**src/rtl/spireg_pkg.sv**
```systemverilog
package spireg_pkg;
    localparam int BYTE_W   = 8;
    localparam int CNT_W    = $clog2(BYTE_W);
    localparam int DIR_BIT  = 7;
    localparam int ADDR_HI  = 6;
    localparam int ADDR_LO  = 3;
    localparam int CH_HI    = 2;
    localparam int CH_LO    = 1;
    localparam int ADDR_W   = ADDR_HI - ADDR_LO + 1;

    typedef enum logic [2:0] {
        ST_IDLE,
        ST_CMD,
        ST_SKIP,
        ST_FETCH,
        ST_RDATA,
        ST_WDATA
    } spi_state_e;
endpackage

```
**src/rtl/spireg_sync.sv**
```systemverilog
module spireg_sync #(
    parameter int   STAGES  = 2,
    parameter logic RST_VAL = 1'b0
) (
    input  logic clk,
    input  logic rst_n,
    input  logic d,
    output logic q
);
    logic [STAGES-1:0] chain;

    always_ff @(posedge clk or negedge rst_n) begin
        if (!rst_n) chain <= {STAGES{RST_VAL}};
        else        chain <= {chain[STAGES-2:0], d};
    end

    assign q = chain[STAGES-1];
endmodule

```
**src/rtl/spireg_shift.sv**
```systemverilog
module spireg_shift
    import spireg_pkg::*;
(
    input  logic              clk,
    input  logic              rst_n,
    input  logic              clear,
    input  logic              sample,
    input  logic              din,
    input  logic              shift,
    input  logic              load,
    input  logic [BYTE_W-1:0] load_val,
    output logic              byte_done,
    output logic [BYTE_W-1:0] byte_val,
    output logic              dout
);
    logic [CNT_W-1:0]  bit_cnt;
    logic [BYTE_W-1:0] rx_sr;
    logic [BYTE_W-1:0] tx_sr;

    assign byte_done = sample && (bit_cnt == CNT_W'(BYTE_W - 1));
    assign byte_val  = {rx_sr[BYTE_W-2:0], din};
    assign dout      = tx_sr[BYTE_W-1];

    always_ff @(posedge clk or negedge rst_n) begin
        if (!rst_n) begin
            bit_cnt <= '0;
            rx_sr   <= '0;
        end else if (clear) begin
            bit_cnt <= '0;
            rx_sr   <= '0;
        end else if (sample) begin
            rx_sr   <= byte_val;
            bit_cnt <= byte_done ? '0 : bit_cnt + 1'b1;
        end
    end

    always_ff @(posedge clk or negedge rst_n) begin
        if (!rst_n)                        tx_sr <= '0;
        else if (clear)                    tx_sr <= '0;
        else if (load)                     tx_sr <= load_val;
        else if (shift && bit_cnt != '0)   tx_sr <= {tx_sr[BYTE_W-2:0], 1'b0};
    end
endmodule

```
**src/rtl/spireg_fsm.sv**
```systemverilog
module spireg_fsm
    import spireg_pkg::*;
(
    input  logic              clk,
    input  logic              rst_n,
    input  logic              cs_hi,
    input  logic              sclk_rise,
    input  logic              sclk_fall,
    input  logic              byte_done,
    input  logic [BYTE_W-1:0] byte_val,
    output spi_state_e        state,
    output logic              sample,
    output logic              tx_shift,
    output logic              tx_load,
    output logic              miso_en,
    output logic [ADDR_W-1:0] addr,
    output logic              wr_stb,
    output logic [BYTE_W-1:0] wr_data,
    output logic              rd_stb
);
    spi_state_e nxt;
    logic       ch_ok;
    logic       is_rd;
    logic       commit_pend;

    assign ch_ok    = (byte_val[CH_HI:CH_LO] == '0);
    assign is_rd    = byte_val[DIR_BIT];
    assign sample   = sclk_rise && !cs_hi &&
                      (state == ST_CMD || state == ST_WDATA || state == ST_RDATA);
    assign tx_shift = sclk_fall && !cs_hi && (state == ST_RDATA);
    assign tx_load  = (state == ST_FETCH);
    assign miso_en  = (state == ST_RDATA);

    always_ff @(posedge clk or negedge rst_n) begin
        if (!rst_n) state <= ST_IDLE;
        else        state <= nxt;
    end

    always_comb begin
        nxt = state;
        if (cs_hi) begin
            nxt = ST_IDLE;
        end else begin
            unique case (state)
                ST_IDLE:  nxt = ST_CMD;
                ST_CMD:   if (byte_done) nxt = !ch_ok ? ST_SKIP : (is_rd ? ST_FETCH : ST_WDATA);
                ST_FETCH: nxt = ST_RDATA;
                ST_RDATA: if (byte_done) nxt = ST_FETCH;
                ST_WDATA: nxt = ST_WDATA;
                ST_SKIP:  nxt = ST_SKIP;
                default:  nxt = ST_IDLE;
            endcase
        end
    end

    always_ff @(posedge clk or negedge rst_n) begin
        if (!rst_n) begin
            addr        <= '0;
            wr_stb      <= 1'b0;
            wr_data     <= '0;
            rd_stb      <= 1'b0;
            commit_pend <= 1'b0;
        end else begin
            wr_stb <= 1'b0;
            rd_stb <= 1'b0;
            if (cs_hi) begin
                commit_pend <= 1'b0;
            end else begin
                if (state == ST_CMD && byte_done && ch_ok) begin
                    addr   <= byte_val[ADDR_HI:ADDR_LO];
                    rd_stb <= is_rd;
                end
                if (state == ST_WDATA && byte_done) begin
                    wr_stb  <= 1'b1;
                    wr_data <= byte_val;
                end
                if (state == ST_RDATA && byte_done) begin
                    commit_pend <= 1'b1;
                end
                if (state == ST_RDATA && sample && commit_pend) begin
                    rd_stb      <= 1'b1;
                    commit_pend <= 1'b0;
                end
            end
        end
    end
endmodule

```
**src/rtl/spireg_slave.sv**
```systemverilog
module spireg_slave
    import spireg_pkg::*;
#(
    parameter int SYNC_STAGES = 2
) (
    input  logic              clk,
    input  logic              rst_n,
    input  logic              spi_cs_n,
    input  logic              spi_sclk,
    input  logic              spi_mosi,
    output logic              spi_miso,
    output logic [ADDR_W-1:0] reg_addr,
    output logic              reg_wr_stb,
    output logic [BYTE_W-1:0] reg_wr_data,
    output logic              reg_rd_stb,
    input  logic [BYTE_W-1:0] reg_rd_data
);
    localparam int         N_PINS   = 3;
    localparam logic [2:0] SYNC_RST = 3'b001;

    logic [N_PINS-1:0] pins_raw;
    logic [N_PINS-1:0] pins_s;
    logic              cs_hi;
    logic              sclk_s;
    logic              sclk_d;
    logic              mosi_s;
    logic              sclk_rise;
    logic              sclk_fall;

    spi_state_e        state;
    logic              sample;
    logic              tx_shift;
    logic              tx_load;
    logic              miso_en;
    logic              byte_done;
    logic [BYTE_W-1:0] byte_val;
    logic              tx_bit;

    assign pins_raw = {spi_mosi, spi_sclk, spi_cs_n};

    for (genvar g = 0; g < N_PINS; g++) begin : g_sync
        spireg_sync #(
            .STAGES  (SYNC_STAGES),
            .RST_VAL (SYNC_RST[g])
        ) u_sync (
            .clk   (clk),
            .rst_n (rst_n),
            .d     (pins_raw[g]),
            .q     (pins_s[g])
        );
    end

    assign cs_hi  = pins_s[0];
    assign sclk_s = pins_s[1];
    assign mosi_s = pins_s[2];

    always_ff @(posedge clk or negedge rst_n) begin
        if (!rst_n) sclk_d <= 1'b0;
        else        sclk_d <= sclk_s;
    end

    assign sclk_rise = sclk_s & ~sclk_d;
    assign sclk_fall = ~sclk_s & sclk_d;

    spireg_fsm u_fsm (
        .clk       (clk),
        .rst_n     (rst_n),
        .cs_hi     (cs_hi),
        .sclk_rise (sclk_rise),
        .sclk_fall (sclk_fall),
        .byte_done (byte_done),
        .byte_val  (byte_val),
        .state     (state),
        .sample    (sample),
        .tx_shift  (tx_shift),
        .tx_load   (tx_load),
        .miso_en   (miso_en),
        .addr      (reg_addr),
        .wr_stb    (reg_wr_stb),
        .wr_data   (reg_wr_data),
        .rd_stb    (reg_rd_stb)
    );

    spireg_shift u_shift (
        .clk       (clk),
        .rst_n     (rst_n),
        .clear     (cs_hi),
        .sample    (sample),
        .din       (mosi_s),
        .shift     (tx_shift),
        .load      (tx_load),
        .load_val  (reg_rd_data),
        .byte_done (byte_done),
        .byte_val  (byte_val),
        .dout      (tx_bit)
    );

    assign spi_miso = miso_en & tx_bit;
endmodule

```
**config.mk**
```make
export PLATFORM = sky130hd
export DESIGN_NAME = spireg_slave
export DESIGN_NICKNAME = d
export VERILOG_FILES = /design/src/rtl/spireg_pkg.sv /design/src/rtl/spireg_sync.sv /design/src/rtl/spireg_shift.sv /design/src/rtl/spireg_fsm.sv /design/src/rtl/spireg_slave.sv
export SDC_FILE = /design/constraint.sdc
export NUM_CORES = 1
export LEC_CHECK = 0
export ABC_AREA = 1
export BUFFER_PORTS_ARGS = -buffer_cell sky130_fd_sc_hd__clkbuf_2
export CAP_MARGIN = 40
export CELL_PAD_IN_SITES_DETAIL_PLACEMENT = 1
export CELL_PAD_IN_SITES_GLOBAL_PLACEMENT = 1
export CORE_ASPECT_RATIO = 2
export CORE_UTILIZATION = 45
export DETAILED_ROUTE_END_ITERATION = 7
export PLACE_DENSITY = 0.88
export SYNTH_ARGS = -nofsm -noshare
export SYNTH_HDL_FRONTEND = slang
export SYNTH_SLANG_ARGS = --single-unit
```
**constraint.sdc**
```tcl
create_clock -name clk -period 2.5 [get_ports clk]
set_input_delay 0.25 -clock clk [delete_from_list [all_inputs] [get_ports clk]]
set_output_delay 0.25 -clock clk [all_outputs]
set_load 0.005 [all_outputs]
```
==> impl_metrics.csv, run 1 <==
group,metric,value,unit
outcome,status,"finished clean",
clock_network,cts_tree,"done",
critical_path,worst_ep_arrival_time,1810,ps
placement,place_inst,309,
timing,finalHoldViolCount,0,
synthesis,yosys-top-cells-area,"dfrtp_1 (52%), nand2_1 (14%), nand3_1 (7.6%)",
global_routing,busiest_layer,"met2",
synthesis,syn_avg_cell_area,8.525,um2
routing,viasPerCell,4.978,
floorplanning,core_area,0.004129,mm2
global_routing,grt_pass1_wl,7320,um
floorplanning,die_w,48.78,um
synthesis,synth_top_area_frac,0.5210,
synthesis,synth_nets,247,
global_routing,antenna_found_initial,0,
clock_network,cts_resized,0,
timing,rsz0062_at_grt,"no",
layout,antenna_cells,0,
timing,slew_headroom,0.4620,
synthesis,syn_area,0.001969,mm2
routing,vias,1578,
clock_network,clockRootBuffer,"clkbuf_8",
layout,fin_cells,317,
floorplanning,dieArea,0.004661,mm2
synthesis,yosysSeqAreaShare,0.5476,
timing,period_share,0.6594,
layout,finish.net_count,280,
clock_network,hold_buffers,0,
clock_network,clkLatencyLatePin,300,ps
critical_path,path_cells,"inv_1 -> nand2_1 -> nor2_2 -> o21ai_0",
floorplanning,initial_core_util,0.4770,
power,power.leakage,1.227,nW
critical_path,r2r_cells,4,
global_routing,grt_pass1_vias,1600,
synthesis,yosysTopAreaCell,"dfrtp_1",
routing,drt_iter0_drc,7,
placement,dpl.hpwl,3261,um
global_routing,grtUsageTotal,0.2089,
timing,layout_min_cycle_time,1649,ps
critical_path,worstSetupStartpointType,"register",
floorplanning,rows,33,
clock_network,htreeDepth,2,
routing,first_pass_iters,4,
clock_network,numCtsBuffers,5,
timing,tightest_slew,807.0,ps
synthesis,ys_ff_latch,43,
layout,drive_gt1_frac,0.2113,
global_routing,grt-ovfl-total,0,
hold_path,worstHoldPathType,"in2async",
critical_path,cp.depth,4,
global_routing,grt_max_degree,33,
routing,wl_per_cell,13.07,um
synthesis,postSynthCellCount,231,
global_routing,grt_use_met3,0.03030,
floorplanning,io_pins,28,
critical_path,crit_path_end_kind,"register",
synthesis,synth_flop_cell,"dfrtp_1",
timing,fin_setup_tns,0,ps
critical_path,critical_path.max_stage_delay,480,ps
placement,gp_congestion,0.7547,
placement,portBuffers,27,
timing,maxSlewViolCount,0,
critical_path,critPathMaxFanout,15,
timing,setup_violations,0,
timing,final.setup_skew,9.108,ps
layout,synthToLayoutAreaGrowth,13.91,%
power,power,1.722,mW
power,power_density,767.8,mW/mm2
routing,drc,0,
timing,fmax,0.6066,GHz
clock_network,cts.sinks,43,
synthesis,ys_async_sr_fraction,1.000,
clock_network,clk_pin_slew,90,ps
floorplanning,die_height,95.56,um
critical_path,criticalPathCategory,"reg2reg",
synthesis,synth_most_common_cell,"nand2_1",
clock_network,cts.path.max_buffers,2,
critical_path,slowest_stage,"nor2_2",
synthesis,synth_common_cells,"nand2_1 (71), dfrtp_1 (41), inv_1 (33)",
clock_network,post_cts_buffers,0,
routing,ant_nets,0,
critical_path,required,2660,ps
routing,routed_wl,4144,um
power,peakVddDrop,0.4882,mV
global_routing,grt_util_met1,0.2080,
critical_path,crit_buf_inv,1,
synthesis,yosys_warnings,0,
synthesis,synth_edf_count,0,
critical_path,crit_family,"simple AND/OR/NAND/NOR gates",
synthesis,synth_cell_types,22,
global_routing,use_met2,0.4051,
flow_run,maxCapViolCount,0,
[cell type report]
class,instances,area (um2)
fill,533,1886
clock inverter,3,20.02
timing repair buffer,30,157.7
tap,52,65.06
sequential,43,1079
clock buffer,5,68.82
inverter,36,137.6
multi-input combinational,148,715.7
[metal layers]
metal / share of wire / up-vias
met5: 0 / -
met4: 0.033 / 0
met3: 0.028 / 11
met2: 0.58 / 31
met1: 0.36 / 752
li1: - / 784
[path summary, 6_finish.rpt]
| kind | to | slack, ps | from |
|---|---|---|---|
| worst min-delay path | u_fsm.wr_data[1] | 20 | rst_n |
| worst max register to register | u_shift.tx_sr[4] | 850 | g_sync[0].u_sync.chain[1] |
| min in group clk | g_sync[0].u_sync.chain[0] | 30 | spi_cs_n |
| worst min register to register | g_sync[2].u_sync.chain[1] | 360 | g_sync[2].u_sync.chain[0] |
| worst max-delay path | u_shift.tx_sr[4] | 850 | g_sync[0].u_sync.chain[1] |
| max in group asynchronous | g_sync[0].u_sync.chain[1] | 1780 | rst_n |
[flip-flops by register name, summed over array words and instances, names as in the netlist]
signal,count
u_fsm.wr_data,8
sclk_d,1
u_fsm.commit_pend,1
u_fsm.rd_stb,1
u_fsm.state,3
u_shift.tx_sr,8
u_fsm.addr,4
u_shift.rx_sr,7
u_shift.bit_cnt,3
u_fsm.wr_stb,1
g_sync.u_sync.chain,6
[power by group]
| group | internal, mW | switching [mW] |
|---|---|---|
| Combinational | 0.142 | 0.310 |
| Sequential | 0.758 | 0.0684 |
| Clock | 0.194 | 0.249 |
[cell usage in the layout (no fill, tap or decap), drive strengths merged]
cell      netlist  layout
dfrtp          41      41
clkinvlp        0       2
inv            36      36
ha              3       3
dfstp           2       2
nand3          31      31
buf             4       3
clkbuf          0      32
xnor2           1       1
clkinv          0       1
a21oi           2       2
nand4           1       1
o21ai          12      12
o22ai           6       6
nand2          76      76
nor2           16      16
[through the flow]
stage          hold WS, ps    util  instance area [um2]  worst slack, ps
4_1_cts              20.25  0.5433                 2243            818.5
3_5_place_dp         340.9  0.5218                 2155            832.7
2_1_floorplan       -45.59       -                 1969             1225
3_3_place_gp         331.8  0.5218                 2155            906.2
5_1_grt              22.23  0.5433                 2243            596.7
6_report             18.95  0.5433                 2243            851.4
[kinds of logic after synthesis]
| group | count (synthesis) | share of synthesized area |
|---|---|---|
| DFF | 43 | 0.5476 |
| adders and majority gates | 3 | 0.01906 |
| AOI/OAI and AO/OA | 20 | 0.05845 |
| buffers and inverters | 40 | 0.08895 |
| xor gates and xnor gates | 1 | 0.004448 |
| and+or+nand+nor | 124 | 0.2815 |
Power figures use the tool's default switching activity.
==> run 2, diff against run 1 <==
--- a/config.mk
+++ b/config.mk
@@ -11,9 +11,9 @@
 export CELL_PAD_IN_SITES_DETAIL_PLACEMENT = 1
 export CELL_PAD_IN_SITES_GLOBAL_PLACEMENT = 1
 export CORE_ASPECT_RATIO = 2
-export CORE_UTILIZATION = 45
+export CORE_UTILIZATION = 42
 export DETAILED_ROUTE_END_ITERATION = 7
-export PLACE_DENSITY = 0.88
+export PLACE_DENSITY = 0.83
 export SYNTH_ARGS = -nofsm -noshare
 export SYNTH_HDL_FRONTEND = slang
 export SYNTH_SLANG_ARGS = --single-unit
==> constraint.sdc (replaced) <==
create_clock -name clk -period 1.7 [get_ports clk]
set_input_delay 0.17 -clock clk [delete_from_list [all_inputs] [get_ports clk]]
set_output_delay 0.17 -clock clk [all_outputs]
set_load 0.005 [all_outputs]
==> impl_metrics.csv, run 2 (same netlist as run 1, synthesis figures left out) <==
group,metric,value,unit
hold_path,min-delay-start,"reg_rd_data[0]",
timing,fin_setup_tns,0,ps
global_routing,grt_max_degree,21,
timing,setup_violations,0,
flow_run,maxCapViolCount,0,
layout,drive_gt1_frac,0.2132,
power,clkPwrFrac,0.252,
timing,layout_min_cycle_time,1565,ps
placement,gp_congestion,0.7624,
floorplanning,io_pins,28,
floorplanning,dieArea,0.004984,mm2
clock_network,cts_tree,"done",
floorplanning,initial_core_util,0.4451,
timing,tightest_slew,530.2,ps
power,switchingPower,0.9270,mW
critical_path,criticalPathCategory,"reg2out",
power,peakVddDrop,0.7852,mV
global_routing,grt_pass1_vias,1811,
routing,viasPerCell,5.040,
timing,slew_headroom,0.6465,
clock_network,clkLatencyLatePin,310,ps
routing,wl_per_cell,13.76,um
timing,period_share,0.9205,
timing,finalHoldViolCount,0,
layout,fin_util,0.5209,
global_routing,grt_pass1_wl,7983,um
critical_path,worst_ep_arrival_time,1390,ps
routing,first_pass_iters,4,
critical_path,r2r_cells,8,
critical_path,worstSetupStartpointType,"register",
timing,fmax,0.6390,GHz
clock_network,htreeDepth,2,
clock_network,clk_pin_slew,70,ps
timing,final.setup_skew,8.961,ps
routing,ant_nets,0,
routing,drc,0,
power,p_sw_frac,0.3627,
placement,dpl.hpwl,3412,um
placement,post-place-ws,196.1,ps
clock_network,cts.sinks,43,
power,power.share.combinational,0.272,
floorplanning,die_w,50.42,um
floorplanning,rows,34,
floorplanning,core_area,0.004424,mm2
global_routing,grtUsageTotal,0.2154,
power,p_seq_frac,0.476,
layout,nFillCells,570,
hold_path,hold_path_end,"u_shift.tx_sr[0]",
routing,routed_wl,4485,um
critical_path,critPathMaxFanout,6,
power,p_int,1.629,mW
placement,portBuffers,27,
timing,setup_slack,135.1,ps
critical_path,worstReg2RegEnd,"u_fsm.wr_data[6]",
layout,antenna_cells,0,
power,power,2.556,mW
timing,maxSlewViolCount,0,
routing,vias,1643,
critical_path,crit_path_end_kind,"output pin",
routing,drt_iter0_drc,12,
layout,final_cell_mix,"nand2_1 (71), dfrtp_1 (41), inv_1 (33)",
layout,final_common_cell,"nand2_1",
clock_network,clockRootBuffer,"clkbuf_8",
critical_path,rrSetupSlack,180,ps
floorplanning,die_height,98.84,um
clock_network,post_cts_buffers,0,
critical_path,r2r_start,"u_fsm.state[1]",
power,power_density,1109,mW/mm2
global_routing,antenna_found_initial,0,
hold_path,worstHoldPathType,"in2reg",
timing,rsz0062_at_grt,"no",
layout,finish.net_count,287,
hold_path,whs_path_depth,3,
layout,largestRegisters,"u_fsm.wr_data x8, u_shift.tx_sr x8, u_shift.rx_sr x7",
global_routing,grt-ovfl-total,0,
power,power.leakage,1.260,nW
clock_network,numCtsBuffers,5,
outcome,status,"finished clean",
layout,synthToLayoutAreaGrowth,17.03,%
clock_network,cts.path.max_buffers,2,
critical_path,required,1530,ps
-- run 2: changes by cell type in the layout (fill, tap and decap cells not counted) --
cell	before	now
clkinvlp_4	2	1
clkbuf_1	0	1
dlygate4sd3_1	0	4
buf_4	3	6
-- run 2: cell type report --
cell class              instances  area, um2  area share
inverters                      36      137.6     0.05972
repair buffers                 37      220.2     0.09555
flip-flops and latches         43       1079      0.4680
clock inverters                 2      12.51    0.005429
multi-input cells             148      715.7      0.3105
well taps                      54      67.56     0.02932
clock buffers                   6      72.57     0.03149
-- run 2: layer usage --
metal	GRT usage	part of all wire	vias to the layer above
met5	0	0	-
met3	0.03858	0.024	11
li1	-	-	801
met2	0.4205	0.60	29
met1	0.1990	0.34	802
met4	0.1090	0.032	0
-- run 2: repair_timing --
item	in CTS	in global routing
gates resized for setup	0	0
hold buffers	4	0
endpoints found under the hold margin	21	0
-- run 2: stage by stage --
stage | hold WS [ps] | std cells | cell area, um2
floorplan | -125.6 | 231 | 1969
global placement | 165.2 | 314 | 2180
detailed placement | 170.0 | 314 | 2180
CTS | 97.47 | 326 | 2305
global route | 101.6 | 326 | 2305
finish | 102.3 | 326 | 2305
-- run 2: power by group through the flow --
stage	sequential (mW)	clock, mW	combinational [mW]
global placement	1.23	0	0.669
floorplan	1.19	0	0.549
CTS	1.22	0.662	0.709
global route	1.23	0.696	0.799
detailed placement	1.24	0	0.691
finish	1.22	0.643	0.695
-- run 2: worst max-delay path: stages (launching register included) --
cell	delay, ps
dfrtp_1	470
nor2_1	240
nand2_1	160
nor2_1	110
clkbuf_2	120
-- run 2: worst max-delay path by stage --
stage	startpoint	endpoint	slack [ps]	cells after the start
6_report	u_fsm.state[1]	spi_miso	140	4
5_1_grt	u_fsm.state[1]	u_fsm.wr_data[6]	10	8
4_1_cts	u_fsm.state[1]	spi_miso	100	4
3_5_place_dp	u_fsm.state[1]	u_fsm.wr_data[4]	200	8
3_3_place_gp	u_fsm.state[1]	u_fsm.wr_data[1]	260	8
2_1_floorplan	u_shift.bit_cnt[0]	u_fsm.wr_data[0]	420	7
==> run 3, diff against run 2 <==
--- a/config.mk
+++ b/config.mk
@@ -8,11 +8,11 @@
 export ABC_AREA = 1
 export BUFFER_PORTS_ARGS = -buffer_cell sky130_fd_sc_hd__clkbuf_2
 export CAP_MARGIN = 40
-export CELL_PAD_IN_SITES_DETAIL_PLACEMENT = 1
-export CELL_PAD_IN_SITES_GLOBAL_PLACEMENT = 1
 export CORE_ASPECT_RATIO = 2
-export CORE_UTILIZATION = 42
+export CORE_MARGIN = 8
+export CORE_UTILIZATION = 56
 export DETAILED_ROUTE_END_ITERATION = 7
+export HOLD_SLACK_MARGIN = 0.15
 export PLACE_DENSITY = 0.83
 export SYNTH_ARGS = -nofsm -noshare
 export SYNTH_HDL_FRONTEND = slang
==> impl_metrics.csv, run 3 (same netlist as run 1, synthesis figures left out) <==
group,metric,value,unit
floorplanning,die_w,57.94,um
global_routing,grt-ovfl-total,0,
clock_network,htreeDepth,2,
floorplanning,io_pins,28,
critical_path,r2r_start,"u_fsm.state[1]",
routing,wl_per_cell,12.80,um
critical_path,required,1530,ps
routing,vias,1551,
timing,layout_min_cycle_time,1542,ps
timing,setup_violations,0,
placement,dpl.hpwl,2991,um
clock_network,clkLatencyLatePin,300,ps
layout,antenna_cells,0,
critical_path,crit_path_end_kind,"output pin",
power,power,2.658,mW
global_routing,grt_max_degree,25,
clock_network,cts_tree,"done",
layout,largestRegisters,"u_fsm.wr_data x8, u_shift.tx_sr x8, u_shift.rx_sr x7",
layout,finish.net_count,287,
hold_path,min-delay-start,"reg_rd_data[6]",
timing,fmax,0.6484,GHz
floorplanning,die_height,99.87,um
placement,portBuffers,27,
routing,drt_iter0_drc,31,
critical_path,worstSetupStartpointType,"register",
floorplanning,dieArea,0.005786,mm2
critical_path,crit_family,"simple AND/OR/NAND/NOR gates",
power,p_int,1.780,mW
global_routing,antenna_found_initial,0,
clock_network,clockRootBuffer,"clkbuf_8",
critical_path,crit_buf_inv,1,
routing,first_pass_iters,6,
timing,rsz0062_at_grt,"no",
layout,synthToLayoutAreaGrowth,17.47,%
flow_run,maxCapViolCount,0,
critical_path,path_cells,"nor2_1 -> nand2_1 -> nor2_1 -> clkbuf_2",
clock_network,cts.path.max_buffers,2,
critical_path,cp-startpoint,"u_fsm.state[1]",
timing,maxSlewViolCount,0,
power,peakVddDrop,0.7232,mV
routing,routed_wl,3892,um
power,power_density,1149,mW/mm2
clock_network,cts_resized,0,
global_routing,grt_pass1_wl,6962,um
clock_network,cts.sinks,43,
critical_path,criticalPathCategory,"reg2out",
timing,period_share,0.9072,
critical_path,critical_path.max_stage_delay,460,ps
clock_network,hold_buffers,5,
floorplanning,initial_core_util,0.5830,
clock_network,post_cts_buffers,0,
timing,tightest_slew,524.7,ps
layout,final_common_cell,"nand2_1",
timing,fin_setup_tns,0,ps
critical_path,slowest_stage,"dfrtp_1",
floorplanning,core_area,0.003378,mm2
power,power.share.combinational,0.253,
outcome,status,"finished clean",
power,p_seq_frac,0.457,
power,p_sw_frac,0.3302,
critical_path,worst_ep_arrival_time,1370,ps
power,clkPwrFrac,0.290,
layout,drive_gt1_frac,0.2059,
timing,slew_headroom,0.6502,
clock_network,clk_pin_slew,80,ps
critical_path,critPathMaxFanout,6,
clock_network,numCtsBuffers,5,
global_routing,grtUsageTotal,0.1539,
layout,fin_util,0.6848,
routing,viasPerCell,5.102,
placement,gp_congestion,0.8867,
layout,final_cell_mix,"nand2_1 (71), dfrtp_1 (41), inv_1 (33)",
floorplanning,rows,30,
power,power.leakage,1.275,nW
global_routing,grt_pass1_vias,1622,
routing,drc,0,
hold_path,worstHoldPathType,"in2reg",
timing,finalHoldViolCount,0,
critical_path,path_common_cell,"nor2_1",
timing,final.setup_skew,7.528,ps
routing,ant_nets,0,
power,switchingPower,0.8778,mW
[run 3: cell count changes in the layout (fill, tap and decap cells not counted)]
cell and change:
buf_12 +1, clkinv_2 -1, dlygate4sd3_1 +1, clkinvlp_4 -1
clkbuf_1 +1, buf_4 -2, bufinv_16 +1
[run 3: tightest hold or removal path: stages]
cell and delay [ps]:
clkbuf_2 80, inv_1 40, nand2_1 40, nand3_1 90, o21ai_2 50
[run 3: layer usage]
metal | track usage | vias to the layer above | part of all wire
met4 | 0.09125 | 0 | 0.029
met3 | 0.03846 | 9 | 0.048
met1 | 0.1384 | 707 | 0.35
met2 | 0.2907 | 35 | 0.57
li1 | - | 800 | -
met5 | 0 | - | 0
[run 3: worst paths after layout]
| check | to | slack [ps] | cells past startpoint |
|---|---|---|---|
| max | spi_miso | 160 | 4 |
| min | u_shift.tx_sr[6] | 200 | 5 |
| max reg2reg | u_fsm.wr_data[5] | 210 | 8 |
| min reg2reg | g_sync[2].u_sync.chain[1] | 350 | 0 |
| max in group asynchronous | u_fsm.state[0] | 820 | 3 |
| min in group asynchronous | u_fsm.wr_stb | 370 | 2 |
[run 3: power groups by stage]
stage               logic, mW  clock network, mW  registers, mW
finish                  0.671              0.771           1.22
global route            0.756              0.824           1.23
CTS                     0.673              0.787           1.21
detailed placement      0.657                  0           1.23
global placement        0.643                  0           1.23
floorplan               0.549                  0           1.19
[run 3: area by class of cell]
cell class | instances | area (um2)
Clock inverter | 1 | 30.03
Clock buffer | 7 | 76.32
Fill cell | 276 | 1065
Timing Repair Buffer | 37 | 235.2
Sequential cell | 43 | 1079
Inverter | 36 | 137.6
Multi-Input combinational cell | 148 | 715.7
Tap cell | 32 | 40.04
[run 3: per-stage QoR]
stage,worst slack [ps],area [um2],instances,hold WS (ps)
2_1_floorplan,424.7,1969,231,-125.6
3_3_place_gp,248.9,2157,291,164.4
3_5_place_dp,211.6,2157,291,158.3
4_1_cts,160.6,2313,304,200.4
5_1_grt,63.14,2313,304,230.7
6_report,157.7,2313,304,201.3
